[src/rtl/trap_entry_unit.sv]
module trap_entry_unit #(
  parameter int NWIN    = 8,
  parameter int MAX_TL  = 6,
  parameter int MAX_GL  = 3,
  parameter int MAX_PGL = 2,
  parameter int PC_W    = 64,
  localparam int CWW = $clog2(NWIN),
  localparam int TLW = $clog2(MAX_TL + 2),
  localparam int GLW = $clog2(MAX_GL + 1)
) (
  input  logic            clk,
  input  logic            rst_n,
  input  logic            trap_go,
  input  logic [1:0]      trap_kind,
  input  logic [8:0]      trap_type,
  input  logic [PC_W-1:0] cur_pc,
  input  logic [PC_W-1:0] cur_npc,
  input  logic [7:0]      cur_ccr,
  input  logic [7:0]      cur_asi,
  input  logic [CWW-1:0]  cur_cwp,
  input  logic [CWW-1:0]  cur_cansave,
  input  logic [GLW-1:0]  cur_gl,
  input  logic [12:0]     cur_pstate,
  input  logic [10:0]     cur_hpstate,
  input  logic [TLW-1:0]  cur_tl,
  output logic [TLW-1:0]  new_tl,
  output logic [GLW-1:0]  new_gl,
  output logic [CWW-1:0]  new_cwp,
  output logic [12:0]     new_pstate,
  output logic [10:0]     new_hpstate,
  input  logic [TLW-1:0]  rd_lvl,
  output logic [42:0]     rd_tstate,
  output logic [PC_W-1:0] rd_tpc,
  output logic [PC_W-1:0] rd_tnpc,
  output logic [10:0]     rd_htstate,
  output logic [8:0]      rd_tt
);

  logic [42:0]     stk_ts [1:MAX_TL];
  logic [PC_W-1:0] stk_pc [1:MAX_TL];
  logic [PC_W-1:0] stk_np [1:MAX_TL];
  logic [10:0]     stk_hs [1:MAX_TL];
  logic [8:0]      stk_tt [1:MAX_TL];

  logic is_red, is_hyp, take;
  assign is_red = trap_kind[1];
  assign is_hyp = (trap_kind == 2'd1);
  assign take   = trap_go && (int'(cur_tl) < MAX_TL);

  logic [PC_W-1:0] pc_s, npc_s;
  assign pc_s  = cur_pstate[3] ? {{(PC_W-32){1'b0}}, cur_pc[31:0]}  : cur_pc;
  assign npc_s = cur_pstate[3] ? {{(PC_W-32){1'b0}}, cur_npc[31:0]} : cur_npc;

  logic [42:0] ts_w;
  assign ts_w = {3'(cur_gl), cur_ccr, cur_asi, 3'b000, cur_pstate, 3'b000, 5'(cur_cwp)};

  logic [GLW-1:0] gl_n;
  logic [CWW-1:0] cwp_n;
  logic [12:0]    ps_n;
  logic [10:0]    hp_n;

  always_comb begin
    int lim, g, c;
    lim = (is_red || is_hyp) ? MAX_GL : MAX_PGL;
    g = int'(cur_gl) + 1;
    gl_n = GLW'((g > lim) ? lim : g);

    c = int'(cur_cwp);
    if (trap_type == 9'h024)            c = (c + 1) % NWIN;
    else if (trap_type[8:6] == 3'b010)  c = (c + int'(cur_cansave) + 2) % NWIN;
    else if (trap_type[8:6] == 3'b011)  c = (c + NWIN - 1) % NWIN;
    cwp_n = CWW'(c);

    ps_n = cur_pstate;
    hp_n = cur_hpstate;
    if (is_red) begin
      ps_n = (cur_pstate & 13'h004) | 13'h010;
      hp_n[5] = 1'b1; hp_n[2] = 1'b1; hp_n[10] = 1'b0; hp_n[0] = 1'b0;
    end else begin
      ps_n[4] = 1'b1; ps_n[3] = 1'b0; ps_n[1] = 1'b0;
      if (is_hyp) begin
        ps_n[9] = 1'b0;
        hp_n[5] = 1'b0; hp_n[2] = 1'b1; hp_n[10] = 1'b0;
      end else begin
        ps_n[2] = 1'b1;
        ps_n[9] = cur_pstate[8];
      end
    end
  end

  always_ff @(posedge clk or negedge rst_n) begin
    if (!rst_n) begin
      new_tl <= '0; new_gl <= '0; new_cwp <= '0;
      new_pstate <= '0; new_hpstate <= '0;
      for (int i = 1; i <= MAX_TL; i++) begin
        stk_ts[i] <= '0; stk_pc[i] <= '0; stk_np[i] <= '0;
        stk_hs[i] <= '0; stk_tt[i] <= '0;
      end
    end else if (take) begin
      new_tl      <= cur_tl + 1'b1;
      new_gl      <= gl_n;
      new_cwp     <= cwp_n;
      new_pstate  <= ps_n;
      new_hpstate <= hp_n;
      for (int i = 1; i <= MAX_TL; i++) begin
        if (int'(cur_tl) + 1 == i) begin
          stk_ts[i] <= ts_w;
          stk_pc[i] <= pc_s;
          stk_np[i] <= npc_s;
          stk_hs[i] <= cur_hpstate;
          stk_tt[i] <= trap_type;
        end
      end
    end
  end

  always_comb begin
    rd_tstate = '0; rd_tpc = '0; rd_tnpc = '0; rd_htstate = '0; rd_tt = '0;
    for (int i = 1; i <= MAX_TL; i++) begin
      if (int'(rd_lvl) == i) begin
        rd_tstate  = stk_ts[i];
        rd_tpc     = stk_pc[i];
        rd_tnpc    = stk_np[i];
        rd_htstate = stk_hs[i];
        rd_tt      = stk_tt[i];
      end
    end
  end

endmodule

[config.mk]
export PLATFORM = sky130hd
export DESIGN_NAME = trap_entry_unit
export DESIGN_NICKNAME = d
export VERILOG_FILES = /design/src/rtl/trap_entry_unit.sv
export SDC_FILE = /design/constraint.sdc
export NUM_CORES = 2
export LEC_CHECK = 0
export ABC_AREA = 1
export BUFFER_PORTS_ARGS = -buffer_cell sky130_fd_sc_hd__buf_2
export CAP_MARGIN = 20
export CORE_ASPECT_RATIO = 0.8
export CORE_MARGIN = 2
export CORE_UTILIZATION = 60
export DETAILED_ROUTE_END_ITERATION = 8
export PLACE_DENSITY_LB_ADDON = 0.1
export SYNTH_ARGS = -nofsm -noshare
export SYNTH_HDL_FRONTEND = slang
export SYNTH_SLANG_ARGS = --single-unit
[constraint.sdc]
create_clock -name clk -period 2.3 [get_ports clk]
set_input_delay 0.23 -clock clk [delete_from_list [all_inputs] [get_ports clk]]
set_output_delay 0.23 -clock clk [all_outputs]
set_load 0.1 [all_outputs]
==> metrics <==
die height=260 um; cell mode on critical path=dlygate4sd3_1; fin nets=6,827; Pleak=31.2 nW; Final Cell Area=61,800 um2; Worst Skew=0 ns; crit path cell chain=dlygate4sd3_1 -> buf_2 -> nand2_1 -> nand2_1 -> buf_4 -> a21oi_1 -> dlygate4sd3_1 -> a21oi_1 -> dlygate4sd3_1; TritonCTS clock tree=built; Largest stage delay, worst path=0.57 ns; Critical Path End Type=register; drt first pass iters=6; synth warn=0; Syn Inst Count=6,108; Tightest Hold Check Type=in -> async; Synth top area share=57.0%; residual DRC count=0; final setup violation count=0; largest net degree at the start of global routing=151; fraction of layout cells with a size suffix above 1=11.6%; drt via density=5.56; CP max-delay cell=dlygate4sd3_1; area of the multi-input gates=16,900 um2; final WL=143,000 um; DR vias=43.4k; Post-Place Cell Area=56,400 um2; core area=81,000 um2; worst setup path class=in -> reg; PD cells=1010 nW/um2; Syn-to-layout area delta=25.4%; Mean Syn Cell Area=8.07 um2; Die Wd=324 um; Reg clk slew, reported paths=0.07 ns; fmax=457 MHz; slew margin rel.=51.6%; Num CTS Buffers=106; Distinct cells, synth=31; worst-path fanout max=32; vias in the first global route=42.8k; Rows=93; Tot Pwr=0.0622 W; Buf/Inv on CP=5; Tcrit/Tclk final=95.2%; GRT Overall Usage=34.1%; CP delay by family, top=buffers and inverters; gpl congestion=0.841; Port Buffers=407; synthesized flop and latch total=1,122; Final Max Tran Viols=0; Crit Reg-Reg Startpoint=new_cwp[2]; clock root cell=clkbuf_16; CTS Sinks=1,122; unrepaired setup endpoints after global routing=no; initial antenna violation count=4; post-synthesis sequential area ratio=57.0%; global-route wire length before repair=231,000 um; DR WL/cell=18.4 um; global route overflow=0; Final Core Density=76.3%; Max IR drop VDD=0.729 mV; Final Critical Period=2.19 ns; fillers=5,636; Setup crit start=cur_tl[2]; post-detail-place hpwl=88,300 um; total of max-cap violations=0; worst skew pair latency=0.70 ns; IO Pins=419; H-tree level count=3; Worst-Margin Slew=0.727 ns; die area=84,500 um2; synthesized area=49,300 um2; status=completed; Reg area=28,100 um2; final count of hold timing violations=0; WP data arrival=2.83 ns; synth top area cells=dfrtp_1 (57%), nand2_1 (15%), o21ai_0 (7.2%); WP data required=2.94 ns; DR iter-0 viols=4,407; setup total negative slack=0 ns; Startpoint Class=input pin; Clock Path Buffers=3; area leader, netlist=dfrtp_1; Starting Density=60.9%; ANT nets after route=0; PostCTS Resize Cnt=0
## report_power, final
| part | total [W] | internal [W] | switching [W] | leakage (nW) |
|---|---|---|---|---|
| sequential | 0.0271 | 0.0246 | 0.00245 | 14.1 |
| clock | 0.0178 | 0.0101 | 0.00769 | 1.75 |
| combinational | 0.0174 | 0.00597 | 0.0114 | 15.3 |
| total | 0.0622 | 0.0406 | 0.0216 | 31.2 |
## sequential cells by signal (all words and copies together), names as in the netlist
register and count:
new_cwp 3, new_gl 2, new_hpstate 11, new_pstate 11, new_tl 3, stk_hs 66, stk_np 384, stk_pc 384
stk_ts 204, stk_tt 54
## through the flow
step / setup slack, ns / instances / hold WS, ns
2_1_floorplan: 0.0841 / 6118 / -0.0656
3_3_place_gp: 0.172 / 7417 / 0.166
3_5_place_dp: 0.154 / 7417 / 0.166
4_1_cts: 0.133 / 7799 / 0.0178
5_1_grt: 0.000246 / 7802 / 0.0575
6_report: 0.110 / 7804 / 0.0451
## metal layers
layer	up-vias	part of all wire [%]	global-route usage, %
li1	20166	-	-
met1	20910	41	45.8
met2	1911	48	55.7
met3	403	7.1	4.45
met4	0	4.7	16.2
met5	-	0	0
## cells in the final DEF, fill, tap and decap left out, types with 106 or more instances in the layout
cell type / count
nand4_1: 183
a21oi_1: 134
nand2_1: 1947
buf_12: 274
dlygate4sd3_1: 188
clkbuf_16: 106
buf_2: 224
o21ai_0: 706
o22ai_1: 181
nor2_1: 576
inv_1: 741
dfrtp_1: 1122
## kinds of logic after synthesis
kind of cell | share of synthesized area [%]
fa+ha+maj | 0.254
flops | 57.0
compound gates | 11.8
simple gates | 21.8
xor+xnor | 0.0533
buf+inv | 9.12
other cells | 0.00761
## layout make-up
class / count / share of cell area, %
Sequential cell: 1122 / 45.4
Multi-Input combinational cell: 3869 / 27.3
Timing Repair Buffer: 776 / 14.8
Clock buffer: 151 / 4.97
Inverter: 746 / 4.53
Tap cell: 1092 / 2.21
Clock inverter: 43 / 0.694
Antenna cell: 5 / 0.0202
## synth_stat cells (all sizes together)
master	number
nand3	14
nor2	579
nand2	1951
a21oi	134
a21o	1
o31ai	2
nand3b	1
xnor2	1
dfrtp	1122
nand4	183
o22ai	181
o22a	1
ha	10
or2	1
o211ai	1
xor2	2
buf	189
nor3	2
a31oi	2
clkbuf	192
conb	1
inv	746
o21ai	792
## final timing paths
check | end | slack (ns) | cells past startpoint
min in group clk | new_tl[1] | 0.06 | 5
setup / recovery | new_cwp[2] | 0.11 | 9
hold reg to reg | new_pstate[4] | 0.47 | 1
setup reg to reg | new_cwp[2] | 1.09 | 3
hold / removal | stk_np[15] | 0.05 | 2
max in group asynchronous | stk_pc[114] | 1.27 | 4
## repair_timing
item,4_1_cts,5_1_grt
hold buffers,188,0
setup endpoints to repair,0,0
hold endpoints to repair,1730,0
buffers inserted,0,0
No activity file was read; power rests on OpenSTA's default activity.
